<file path="src/rtl/uart_rx_pkg.sv">
// Shared types and helpers for the timed UART receive holding register.
// Assumes: size codes 0..3 mean 5..8 bits, codes 4..7 mean 9 bits.
package uart_rx_pkg;

    localparam int DATA_W  = 8;
    localparam int MUL_NRM = 16;
    localparam int MUL_DBL = 8;
    localparam int SYM_MAX = 13;

    typedef struct packed {
        logic       two_stop;
        logic       parity;
        logic [2:0] size;
    } fmt_t;

    typedef struct packed {
        logic dbl;
        logic irq_en;
        logic rx_en;
    } ctl_t;

    localparam fmt_t FMT_RST = '{two_stop: 1'b0, parity: 1'b0, size: 3'd3};
    localparam ctl_t CTL_RST = '{dbl: 1'b0, irq_en: 1'b0, rx_en: 1'b0};

    // Number of data bits selected by a size code.
    function automatic int unsigned data_bits(input logic [2:0] code);
        return (code >= 3'd4) ? 9 : (32'(code) + 5);
    endfunction

endpackage

</file>
<file path="src/rtl/rx_frame_len.sv">
// Computes the character frame length in clock cycles from the divisor,
// the speed setting and the frame format. Purely combinational.
// Assumes CNT_W is wide enough for the largest divisor and frame.
module rx_frame_len
    import uart_rx_pkg::*;
#(
    parameter int DIV_W = 12,
    parameter int CNT_W = 20
) (
    input  logic [DIV_W-1:0] divisor,
    input  logic             dbl,
    input  fmt_t             fmt,
    output logic [CNT_W-1:0] frame_len
);

    logic [CNT_W-1:0] per_symbol;
    logic [CNT_W-1:0] symbols;

    // Cycles per symbol: divisor times multiplier plus one.
    always_comb begin
        if (dbl) per_symbol = (CNT_W'(divisor) << 3) + CNT_W'(1);
        else     per_symbol = (CNT_W'(divisor) << 4) + CNT_W'(1);
    end

    // Symbols per frame: start, data, stop and optional parity.
    always_comb begin
        symbols = CNT_W'(1) + CNT_W'(data_bits(fmt.size))
                + (fmt.two_stop ? CNT_W'(2) : CNT_W'(1))
                + (fmt.parity ? CNT_W'(1) : CNT_W'(0));
    end

    assign frame_len = CNT_W'(per_symbol * symbols);

endmodule

</file>
<file path="src/rtl/rx_frame_timer.sv">
// Down-counter that tracks one in-flight character. Loaded on start,
// decrements each cycle, flags expiry when it would reach zero.
// Assumes load_len is at least 2 (the shortest frame is 7 cycles).
module rx_frame_timer #(
    parameter int CNT_W = 20
) (
    input  logic             clk,
    input  logic             rst_n,
    input  logic             start,
    input  logic [CNT_W-1:0] load_len,
    output logic             busy,
    output logic             expire,
    output logic             done
);

    logic [CNT_W-1:0] cnt;

    assign expire = busy && (cnt == CNT_W'(1));

    // Busy state and remaining cycle count.
    always_ff @(posedge clk) begin
        if (!rst_n) begin
            busy <= 1'b0;
            cnt  <= '0;
        end else if (start) begin
            busy <= 1'b1;
            cnt  <= load_len;
        end else if (busy) begin
            cnt  <= cnt - CNT_W'(1);
            if (expire) busy <= 1'b0;
        end
    end

    // One-cycle completion strobe, aligned with the flag rising.
    always_ff @(posedge clk) begin
        if (!rst_n) done <= 1'b0;
        else        done <= expire;
    end

endmodule

</file>
<file path="src/rtl/rx_data_hold.sv">
// Pending and held character storage, receive-complete flag and the
// size mask applied on the read path. Completion wins over a read.
// Assumes start and expire never occur in the same cycle.
module rx_data_hold
    import uart_rx_pkg::*;
(
    input  logic              clk,
    input  logic              rst_n,
    input  logic              start,
    input  logic [DATA_W-1:0] start_data,
    input  logic              expire,
    input  logic              rd_en,
    input  logic [2:0]        size,
    output logic [DATA_W-1:0] rd_data,
    output logic              flag
);

    logic [DATA_W-1:0] pend_q;
    logic [DATA_W-1:0] held_q;
    logic [DATA_W-1:0] mask;
    int unsigned       nbits;

    assign nbits = data_bits(size);

    // Per-bit mask: bit kept when its index is below the character size.
    for (genvar b = 0; b < DATA_W; b++) begin : g_mask
        assign mask[b] = (b < nbits);
    end

    // Capture the character while it is in flight.
    always_ff @(posedge clk) begin
        if (!rst_n)     pend_q <= '0;
        else if (start) pend_q <= start_data;
    end

    // Holding register and flag: set on expiry, cleared by a read.
    always_ff @(posedge clk) begin
        if (!rst_n) begin
            held_q <= '0;
            flag   <= 1'b0;
        end else if (expire) begin
            held_q <= pend_q;
            flag   <= 1'b1;
        end else if (rd_en) begin
            held_q <= '0;
            flag   <= 1'b0;
        end
    end

    assign rd_data = held_q & mask;

endmodule

</file>
<file path="src/rtl/uart_rx_hold.sv">
// Top of the timed UART receive holding register: configuration
// registers, injection acceptance and interrupt request.
// Assumes a single clock domain and synchronous active-low reset.
module uart_rx_hold
    import uart_rx_pkg::*;
#(
    parameter int DIV_W = 12,
    localparam int CNT_W = $clog2((((2 ** DIV_W) - 1) * MUL_NRM + 1) * SYM_MAX + 1)
) (
    input  logic              clk,
    input  logic              rst_n,
    input  logic              fmt_we,
    input  logic [4:0]        fmt_wdata,
    input  logic              ctl_we,
    input  logic [2:0]        ctl_wdata,
    input  logic              div_we,
    input  logic [DIV_W-1:0]  div_wdata,
    input  logic              inj_valid,
    input  logic [DATA_W-1:0] inj_data,
    output logic              inj_accept,
    output logic              rx_busy,
    input  logic              rd_en,
    output logic [DATA_W-1:0] rd_data,
    output logic              rx_flag,
    output logic              rx_irq,
    output logic              rx_done
);

    fmt_t             fmt_q;
    ctl_t             ctl_q;
    logic [DIV_W-1:0] div_q;
    logic [CNT_W-1:0] frame_len;
    logic             expire;

    // Configuration registers written by the host.
    always_ff @(posedge clk) begin
        if (!rst_n) begin
            fmt_q <= FMT_RST;
            ctl_q <= CTL_RST;
            div_q <= '0;
        end else begin
            if (fmt_we) fmt_q <= fmt_t'(fmt_wdata);
            if (ctl_we) ctl_q <= ctl_t'(ctl_wdata);
            if (div_we) div_q <= div_wdata;
        end
    end

    // Accept only when enabled and no character is pending.
    assign inj_accept = inj_valid && ctl_q.rx_en && !rx_busy;

    rx_frame_len #(.DIV_W(DIV_W), .CNT_W(CNT_W)) u_len (
        .divisor   (div_q),
        .dbl       (ctl_q.dbl),
        .fmt       (fmt_q),
        .frame_len (frame_len)
    );

    rx_frame_timer #(.CNT_W(CNT_W)) u_timer (
        .clk      (clk),
        .rst_n    (rst_n),
        .start    (inj_accept),
        .load_len (frame_len),
        .busy     (rx_busy),
        .expire   (expire),
        .done     (rx_done)
    );

    rx_data_hold u_hold (
        .clk        (clk),
        .rst_n      (rst_n),
        .start      (inj_accept),
        .start_data (inj_data),
        .expire     (expire),
        .rd_en      (rd_en),
        .size       (fmt_q.size),
        .rd_data    (rd_data),
        .flag       (rx_flag)
    );

    // Interrupt request follows the flag when enabled.
    assign rx_irq = rx_flag && ctl_q.irq_en;

endmodule

</file>
<file path="config.mk">
export PLATFORM = sky130hd
export DESIGN_NAME = uart_rx_hold
export DESIGN_NICKNAME = d
export VERILOG_FILES = /design/src/rtl/uart_rx_pkg.sv /design/src/rtl/rx_frame_len.sv /design/src/rtl/rx_frame_timer.sv /design/src/rtl/rx_data_hold.sv /design/src/rtl/uart_rx_hold.sv
export SDC_FILE = /design/constraint.sdc
export NUM_CORES = 1
export LEC_CHECK = 0
export CORE_UTILIZATION = 30
export CTS_CLUSTER_DIAMETER = 150
export CTS_CLUSTER_SIZE = 40
export DETAILED_ROUTE_END_ITERATION = 12
export PLACE_DENSITY = 0.47
export SKIP_CTS_REPAIR_TIMING = 1
export SYNTH_ARGS = -nofsm -noshare
export SYNTH_HDL_FRONTEND = slang
export SYNTH_SLANG_ARGS = --single-unit
export TNS_END_PERCENT = 50
</file>
<file path="constraint.sdc">
create_clock -name clk -period 9.05 [get_ports clk]
set_clock_uncertainty 0.15 [all_clocks]
set_input_delay 2.2625 -clock clk [delete_from_list [all_inputs] [get_ports clk]]
set_output_delay 2.2625 -clock clk [all_outputs]
set_load 0.005 [all_outputs]
</file>
# == Word-level counts from Yosys, hierarchy flattened ==
# Index checks and enable logic that the tools add are counted.
# totals
rom_bits,0
output_inout_bits,13
memories,0
latchBits,0
ram_bits,0
word_cells,52
in_bits,35
register_bits,59
# classes
magnitude_cmp,9
eq_ne,1
muxes,13
n_mul,1
bitwise_logic,1
reduce_logical,7
div_mod_pow,0
shifts,0
add_sub_neg,7
# op_table
operator,n
3-bit by 32-bit less-than comparator with 1-bit output (first input constant),4
1-bit by 32-bit less-than comparator with 1-bit output (first input constant),2
2-bit by 32-bit less-than comparator with 1-bit output (first input constant),2
20-bit adder,2
20-bit 2-to-1 mux,2
32-bit 2-to-1 mux,1
1-bit by 20-bit adder with 20-bit output (first input constant),1
20-bit by 1-bit equality test with 1-bit output (second input constant),1
20-bit by 20-bit multiplier with 20-bit output,1
20-bit by 1-bit subtractor with 20-bit output (second input constant),1
16-bit by 1-bit adder with 17-bit output (second input constant),1
17-bit 2-to-1 mux,1
15-bit by 1-bit adder with 16-bit output (second input constant),1
8-bit 2-to-1 mux,2
8-bit AND,1
1-bit 2-to-1 mux,6
3-bit by 3-bit adder with 4-bit output (second input constant),1
1-bit logical AND,4
2-bit nonzero test,2
3-bit greater-or-equal comparator (second input constant),1
2-bit 2-to-1 mux,1
1-bit zero test,1

# == Depth between registers and ports, before layout ==
# Gate-level depths: netlist of the first run.
# depth
depth_word,7
mapped_depth,27
ltp_nobuf,27

# == By module ==
# Synthesis of the first run repeated with hierarchy kept, for this count alone.
# unflattened
hier_cells,616
hier_area_um2,5407.7
# by_module_without_submodules
module,area_each_um2,cells_each,instances,seq_area_each_um2
rx_frame_len,2620.0,322,1,0.0
rx_frame_timer,1209.9,142,1,440.4
rx_data_hold,819.5,85,1,340.3
uart_rx_hold,758.2,67,1,400.4

# == Worst setup path before layout of the first run ==
# OpenSTA, ideal clock, no wires.
# synth_path
kind,reg-to-reg
startpoint,register fmt_q[0] (netlist name)
endpoint,register u_timer.cnt[17]
required_time_ns,8.768
setup_slack_ns,2.515
arrival_ns,6.253
n_path_buf,1
stages_incl_launch_ff,26
setup_time_ns,0.132
synth_period_minus_slack_ns,6.535
cell_sequence,dfxtp_1 > inv_1 > ha_1 > nand2b_1 > inv_1 > ha_1 > fa_1 > xnor2_1 > clkbuf_1 > or2_2 > fa_1 > inv_1 > fa_1 > ha_1 > inv_1 > fa_1 > inv_1 > fa_1 > ha_1 > ha_1 > a21oi_1 > nor2b_1 > a311o_1 > a31oi_1 > xor2_1 > o32ai_1
# synth_via
elab_chain_len,7
elab_cells_between_ends,8
cone_classes,add/sub (4); mul (1); order compare (1); mux (2)
# synth_lines
element,line,source
from (decl),uart_rx_hold.sv:29,fmt_t fmt_q;
from (signal assigned),uart_rx_hold.sv:42,if (fmt_we) fmt_q <= fmt_t'(fmt_wdata);
3-bit by 3-bit adder with 4-bit output / 3-bit greater-or-equal comparator (equally long branches),uart_rx_pkg.sv:27,return (code >= 3'd4) ? 9 : (32'(code) + 5);
32-bit 2-to-1 mux (*),n/a,
1-bit by 20-bit adder with 20-bit output (*),rx_frame_len.sv:27,symbols = CNT_W'(1) + CNT_W'(data_bits(fmt.size))
20-bit adder (*),rx_frame_len.sv:28,+ (fmt.two_stop ? CNT_W'(2) : CNT_W'(1))
20-bit adder (*),rx_frame_len.sv:29,+ (fmt.parity ? CNT_W'(1) : CNT_W'(0));
20-bit by 20-bit multiplier with 20-bit output (*),rx_frame_len.sv:32,assign frame_len = CNT_W'(per_symbol * symbols);
20-bit 2-to-1 mux (*),rx_frame_timer.sv:25,end else if (start) begin
to (signal assigned),rx_frame_timer.sv:27,cnt <= load_len;
to (signal assigned),rx_frame_timer.sv:29,cnt <= cnt - CNT_W'(1);
to (decl),rx_frame_timer.sv:16,logic [CNT_W-1:0] cnt;
# Mark *: on every way between the ends. The rest lies on a longest branch, timed or not.
# A chain may end at the register's enable or synchronous reset.

# == Worst setup path in the final report of the first run ==
# Ends and elaborated chain as after synthesis.

==> load_flow_metrics.sql, run 1 <==
INSERT INTO impl_metrics (metric_group, metric, value, unit) VALUES
('timing', 'fmax', '0.1375', 'GHz'),
('setup_path', 'critical_path.endpoint_type', 'flip-flop', ''),
('clocking', 'cts-root-buf', 'clkbuf_16', ''),
('placed_design', 'port_buffers', '47', ''),
('setup_path', 'regToRegSetupSlack', '1.78', 'ns'),
('floorplanning', 'initial_utilization', '0.3062', ''),
('setup_path', 'critPathRequiredTime', '9.11', 'ns'),
('power', 'p_clk_frac', '0.338', ''),
('routing', 'wl', '13.63', 'mm'),
('finish', 'final_nets', '840', ''),
('power', 'internal_power', '644.0', 'uW'),
('logic_synthesis', 'ys.warnings.count', '0', ''),
('power', 'power.density_cell_area', '153.8', 'nW/um2'),
('routing', 'detail_route.iter0.violations', '203', ''),
('timing', 'relative_slew_slack', '0.1671', ''),
('finish', 'final_design_area_no_fill', '6505', 'um2'),
('clocking', 'clk_latency', '0.34', 'ns'),
('logic_synthesis', 'synth_enable_flop_cells', '0', ''),
('timing', 'report.final.hold_viol_count', '0', ''),
('logic_synthesis', 'synthCells', '639', ''),
('timing', 'setup_repair_after_global_routing_missed_its_margin', 'false', ''),
('floorplanning', 'fp.dieArea', '18880', 'um2'),
('routing', 'detail_route.first_pass.iterations', '4', ''),
('status', 'outcome', 'complete, no violations', ''),
('logic_synthesis', 'ys_seq_area_frac', '0.2147', ''),
('routing', 'num_vias', '4467', ''),
('logic_synthesis', 'ys_seq_elements', '59', ''),
('clocking', 'cts-buffers-inserted', '9', ''),
('floorplanning', 'row_count', '49', ''),
('finish', 'layout.cells.most_common_list', 'nor2_1 (94), ha_1 (92), inv_1 (66)', ''),
('finish', 'fraction_of_final_layout_cells_with_drive_strength_greater_than_1', '0.04810', ''),
('logic_synthesis', 'syn_area_per_cell', '8.608', 'um2'),
('timing', 'report.final.setup_viol', '0', ''),
('finish', 'syn2layout_area_growth', '18.27', '%'),
('flow_run', 'drv.max_cap_violation_count', '0', ''),
('grt', 'grt_util_all_layers', '0.1589', ''),
('routing', 'drt-wirelength-per-cell', '14.90', 'um'),
('grt', 'number_of_global_route_vias_before_repair', '4696', ''),
('placed_design', 'detailed_place_hpwl', '10.89', 'mm'),
('routing', 'post_drt_via_cell_ratio', '4.882', ''),
('floorplanning', 'core_region_area', '17960', 'um2'),
('clocking', 'ctsLongestPathBuffers', '2', ''),
('setup_path', 'crit_path_start_kind', 'flip-flop', ''),
('finish', 'insertedDiodeCount', '0', ''),
('timing', 'period_needed', '7.271', 'ns'),
('routing', 'drt.antenna.violating_nets', '0', ''),
('placed_design', 'dpl_cell_area', '6210', 'um2'),
('routing', 'drc_errors', '0', ''),
('grt', 'number_of_antenna_violations_at_the_first_check_in_global_routing', '0', ''),
('power', 'power.combinational.fraction', '0.371', ''),
('min_path', 'hold-path-cell-count', '2', ''),
('placed_design', 'gpl.final_weighted_congestion', '0.8065', ''),
('clocking', 'htree_levels', '3', ''),
('timing', 'worst_slew_pin_slew', '1.240', 'ns'),
('timing', 'totalNegativeSetupSlack', '0', 'ns'),
('finish', 'layout.cells.most_common', 'nor2_1', ''),
('setup_path', 'crit_arrival', '7.33', 'ns'),
('min_path', 'holdCritPathClass', 'reg -> reg', ''),
('timing', 'worst_hold_slack', '0.3044', 'ns'),
('logic_synthesis', 'asyncSetResetFlopFracSynth', '0', ''),
('power', 'power.share.switching', '0.3562', ''),
('timing', 'maxSlewViolCount', '0', ''),
('clocking', 'cts_tree', 'done', ''),
('logic_synthesis', 'netlist_area', '5500', 'um2'),
('floorplanning', 'die_width', '137.4', 'um'),
('finish', 'area.sequential', '1181', 'um2'),
('clocking', 'clock_pin_slew_worst_setup_and_hold_paths', '0.05', 'ns'),
('setup_path', 'worstSetupPathType', 'reg -> reg', ''),
('setup_path', 'max_fanout_on_critical_path', '14', ''),
('logic_synthesis', 'yosys_most_used_dff', 'dfxtp_1', ''),
('setup_path', 'timing.reg2reg.worst_path_depth', '23', '');
[per-layer routing]
layer,vias up,track usage,part of all wire
met3,10,0.02833,0.023
met2,47,0.2568,0.46
met4,0,0.05067,0.012
met1,2127,0.2128,0.50
met5,-,0,0
li1,2283,-,-
[registers in the layout, summed over array words and instances, names as in the netlist]
signal,cells
u_timer.busy,1
fmt_q,5
ctl_q,3
u_hold.held_q,8
u_timer.done,1
div_q,12
u_timer.cnt,20
u_hold.flag,1
u_hold.pend_q,8
[synth_stat cells (all sizes together) (3+ instances only)]
| master | count | area share |
|---|---|---|
| a21boi | 3 | 0.0041 |
| xor2 | 6 | 0.0096 |
| a22o | 8 | 0.013 |
| and3 | 4 | 0.0045 |
| inv | 66 | 0.045 |
| o21ai | 21 | 0.019 |
| a21o | 7 | 0.0096 |
| dfxtp | 59 | 0.21 |
| mux2i | 30 | 0.055 |
| xnor2 | 14 | 0.022 |
| ha | 92 | 0.21 |
| fa | 32 | 0.12 |
| and2 | 4 | 0.0045 |
| buf | 5 | 0.0039 |
| nor2 | 96 | 0.067 |
| nand2 | 40 | 0.028 |
| or3 | 4 | 0.0045 |
| clkbuf | 15 | 0.010 |
| nand3 | 5 | 0.0045 |
| nand4 | 4 | 0.0057 |
| nor2b | 4 | 0.0045 |
| o211ai | 4 | 0.0055 |
| a21oi | 36 | 0.033 |
| nor3 | 7 | 0.0073 |
| or2 | 7 | 0.0080 |
| a31oi | 9 | 0.010 |
| nand2b | 11 | 0.013 |
| nor4 | 4 | 0.0073 |
| nand3b | 3 | 0.0041 |
| a211oi | 8 | 0.011 |
| a311oi | 3 | 0.0048 |
[cell families (layout without fill, tap and decap cells)]
kind of cell	Yosys count	in the layout	synth area share
simple gates	201	201	0.1756
mux	30	30	0.05460
flops	59	59	0.2147
fa+ha+maj	124	124	0.3257
compound gates	117	117	0.1369
xor+xnor	20	20	0.03185
buf+inv	88	135	0.06051
[worst max-delay path, cell delays in order, from the launching register on]
cell      delay [ns]
dfxtp_1         0.36
inv_1           0.11
ha_1            0.34
nand2b_1        0.12
inv_1           0.07
ha_1            0.32
fa_1            0.46
xnor2_1         0.92
nor2_1          0.17
fa_1            0.54
fa_1            0.43
ha_1            0.28
ha_1            0.28
inv_1           0.05
fa_1            0.50
fa_1            0.55
inv_1           0.04
ha_1            0.33
o21ai_0         0.13
o21ai_0         0.16
a311o_1         0.34
a31oi_1         0.22
xor2_1          0.18
o32ai_1         0.09
[area by class of cell]
type	instances	share of cell area
sequential	59	0.1816
clock buffer	11	0.03731
tap	229	0.04405
inverter	68	0.03924
clock inverter	5	0.008078
multi-input combinational	492	0.6128
timing repair buffer	51	0.07694
[worst paths after layout]
| check | from | end |
|---|---|---|
| max reg2reg | fmt_q[0] | u_timer.cnt[17] |
| min reg2reg | u_hold.pend_q[3] | u_hold.pend_q[3] |
| min | u_hold.pend_q[3] | u_hold.pend_q[3] |
| max | fmt_q[0] | u_timer.cnt[17] |
[power by group through the flow]
| stage | sequential [uW] | clock (uW) | combinational (uW) |
|---|---|---|---|
| 2_1_floorplan | 291 | 0 | 275 |
| 3_3_place_gp | 296 | 0 | 371 |
| 3_5_place_dp | 296 | 0 | 372 |
| 4_1_cts | 291 | 346 | 378 |
| 5_1_grt | 294 | 359 | 432 |
| 6_report | 292 | 338 | 371 |
[metrics by stage]
stage	setup WS (ns)	util	instances
3_3_place_gp	1.985	0.3457	899
5_1_grt	1.217	0.3621	915
4_1_cts	1.737	0.3621	915
3_5_place_dp	1.795	0.3457	899
2_1_floorplan	2.515	-	639
6_report	1.779	0.3621	915
(Power assumes the default switching activity.)
==> inputs of run 2 (changes only) <==
Settings changed: PLACE_DENSITY 0.47 to 0.49.
Clock period 9.05 ns to 6.24 ns, I/O delays scaled along.
==> load_flow_metrics.sql, run 2 (synthesized netlist as in run 1, its figures left out) <==
INSERT INTO impl_metrics (metric_group, metric, value, unit) VALUES
('power', 'p_leak', '0.003297', 'uW'),
('setup_path', 'worst_reg2reg_endpoint', 'u_timer.cnt[18]', ''),
('finish', 'largest_reg_flops', '20', ''),
('timing', 'report.final.hold_viol_count', '0', ''),
('finish', 'final_nets', '883', ''),
('clocking', 'clock_pin_slew_worst_setup_and_hold_paths', '0.05', 'ns'),
('setup_path', 'setup.worst_path.start', 'fmt_q[0]', ''),
('clocking', 'cts.sinks', '59', ''),
('routing', 'detail_route.iter0.violations', '192', ''),
('routing', 'wl', '13.89', 'mm'),
('timing', 'timing.final.crit_share', '0.9653', ''),
('routing', 'detail_route.first_pass.iterations', '4', ''),
('setup_path', 'critical_path.endpoint_type', 'flip-flop', ''),
('timing', 'report.final.setup_viol', '0', ''),
('floorplanning', 'core_region_area', '17960', 'um2'),
('routing', 'num_vias', '4645', ''),
('finish', 'largest_register', 'u_timer.cnt', ''),
('finish', 'insertedDiodeCount', '0', ''),
('routing', 'post_drt_via_cell_ratio', '4.849', ''),
('timing', 'post-route-worst-setup-slack', '0.2167', 'ns'),
('floorplanning', 'die_y', '137.4', 'um'),
('placed_design', 'gpl.final_weighted_congestion', '0.8452', ''),
('setup_path', 'cp_num_buf_inv', '7', ''),
('min_path', 'holdCritPathClass', 'reg -> reg', ''),
('timing', 'period_needed', '6.023', 'ns'),
('finish', 'reg.largest.list', 'u_timer.cnt: 20 flops, div_q: 12 flops', ''),
('setup_path', 'regToRegSetupSlack', '0.22', 'ns'),
('setup_path', 'crit_path_start_kind', 'flip-flop', ''),
('timing', 'maxSlewViolCount', '0', ''),
('power', 'power.density_cell_area', '220.2', 'nW/um2'),
('finish', 'fraction_of_final_layout_cells_with_drive_strength_greater_than_1', '0.1742', ''),
('setup_path', 'crit_arrival', '6.07', 'ns'),
('setup_path', 'setup.worst_path.end', 'u_timer.cnt[18]', ''),
('setup_path', 'crit_family', 'adder cells', ''),
('floorplanning', 'ios', '48', ''),
('clocking', 'cts_tree', 'done', ''),
('routing', 'drt.antenna.violating_nets', '0', ''),
('finish', 'layout.cells.most_common', 'nor2_1', ''),
('floorplanning', 'initial_utilization', '0.3062', ''),
('clocking', 'cts-buffers-inserted', '9', ''),
('routing', 'drc_errors', '0', ''),
('clocking', 'htree_levels', '3', ''),
('floorplanning', 'fp.dieArea', '18880', 'um2'),
('grt', 'grt_overflow_total', '0', ''),
('grt', 'grt_pass1_wl', '23.00', 'mm'),
('grt', 'number_of_antenna_violations_at_the_first_check_in_global_routing', '0', ''),
('setup_path', 'critPathRequiredTime', '6.29', 'ns'),
('routing', 'drt-wirelength-per-cell', '14.50', 'um'),
('flow_run', 'drv.max_cap_violation_count', '0', ''),
('placed_design', 'detailed_place_hpwl', '11.02', 'mm'),
('finish', 'final_util', '0.3980', ''),
('grt', 'number_of_global_route_vias_before_repair', '4757', ''),
('setup_path', 'timing.reg2reg.worst_path_depth', '26', ''),
('timing', 'worst_slew_pin_slew', '0.8119', 'ns'),
('clocking', 'cts-root-buf', 'clkbuf_16', ''),
('setup_path', 'timing.rr.start', 'fmt_q[0]', ''),
('setup_path', 'worst_path_max_delay_cell', 'fa_2', ''),
('power', 'irDropWorstVdd', '0.1812', 'mV'),
('setup_path', 'max_fanout_on_critical_path', '7', ''),
('setup_path', 'cp_slowest_stage_delay', '0.54', 'ns'),
('timing', 'relative_slew_slack', '0.4587', ''),
('setup_path', 'timing.critical_path.depth', '26', ''),
('clocking', 'clk_latency', '0.33', 'ns'),
('timing', 'fmax', '0.1660', 'GHz'),
('grt', 'grt_util_all_layers', '0.1564', ''),
('setup_path', 'worstSetupPathType', 'reg -> reg', ''),
('finish', 'syn2layout_area_growth', '29.98', '%'),
('placed_design', 'port_buffers', '47', ''),
('placed_design', 'dp_slack', '-0.09720', 'ns'),
('grt', 'grt_start_max_net_pins', '40', ''),
('clocking', 'ctsLongestPathBuffers', '2', ''),
('status', 'outcome', 'complete, no violations', ''),
('floorplanning', 'row_count', '49', ''),
('finish', 'layout.cells.most_common_list', 'nor2_1 (93), ha_1 (73), dfxtp_1 (57)', ''),
('floorplanning', 'die_width', '137.4', 'um');
run 2: cell type report:
class	count	area, um2
fill	1782	10810
multi-input combinational	492	4317
sequential	59	1184
timing repair buffer	94	830.8
tap	229	286.5
clock buffer	14	264.0
inverter	68	257.7
clock inverter	2	10.01
run 2: worst reg2reg max path: stages, from the launching register on:
cell	delay (ns)
dfxtp_2	0.32
inv_2	0.07
buf_6	0.10
nor2_1	0.05
ha_1	0.29
inv_2	0.04
ha_4	0.16
fa_2	0.40
xnor2_1	0.13
buf_4	0.16
or2_2	0.31
fa_2	0.36
inv_2	0.07
fa_2	0.44
ha_4	0.27
ha_1	0.16
inv_2	0.04
fa_1	0.47
fa_2	0.54
inv_1	0.06
ha_4	0.27
o21ai_0	0.07
a21oi_1	0.21
nand4_1	0.16
a31oi_2	0.25
mux2i_1	0.23
o32ai_1	0.10
run 2: metal layers:
metal	routed length [um]	track usage	vias to the layer above
met1	6703	0.2045	2173
met5	0	0	-
met3	511	0.03127	14
li1	-	-	2374
met4	161	0.05495	0
met2	6517	0.2540	84
run 2: worst min path at each step:
stage	cells past startpoint	slack [ns]	start	endpoint
6_report	2	0.30	u_hold.pend_q[5]	u_hold.pend_q[5]
2_1_floorplan	2	0.29	u_hold.pend_q[0]	u_hold.pend_q[0]
5_1_grt	2	0.32	u_hold.pend_q[1]	u_hold.pend_q[1]
3_3_place_gp	2	0.29	u_hold.pend_q[5]	u_hold.pend_q[5]
3_5_place_dp	2	0.30	u_hold.pend_q[4]	u_hold.pend_q[4]
4_1_cts	2	0.30	u_hold.pend_q[4]	u_hold.pend_q[4]
run 2: metrics by stage:
stage               hold slack (ns)  instances  power, uW  cell area [um2]  setup TNS, ns
CTS                          0.3044        952       1520             6805        -0.9653
detailed placement           0.2973        936       1042             6531        -0.4270
finish                       0.3042        958       1574             7149              0
global placement             0.2939        936       1044             6531        -0.1048
global route                 0.3248        958       1703             7149       -0.04585
floorplan                    0.2860        639      836.4             5552              0
run 2: power by group:
part | internal (uW) | switching, uW | leakage [uW]
logic | 331 | 365 | 0.00268
clock network | 289 | 167 | 0.000137
registers | 399 | 23.5 | 0.000481
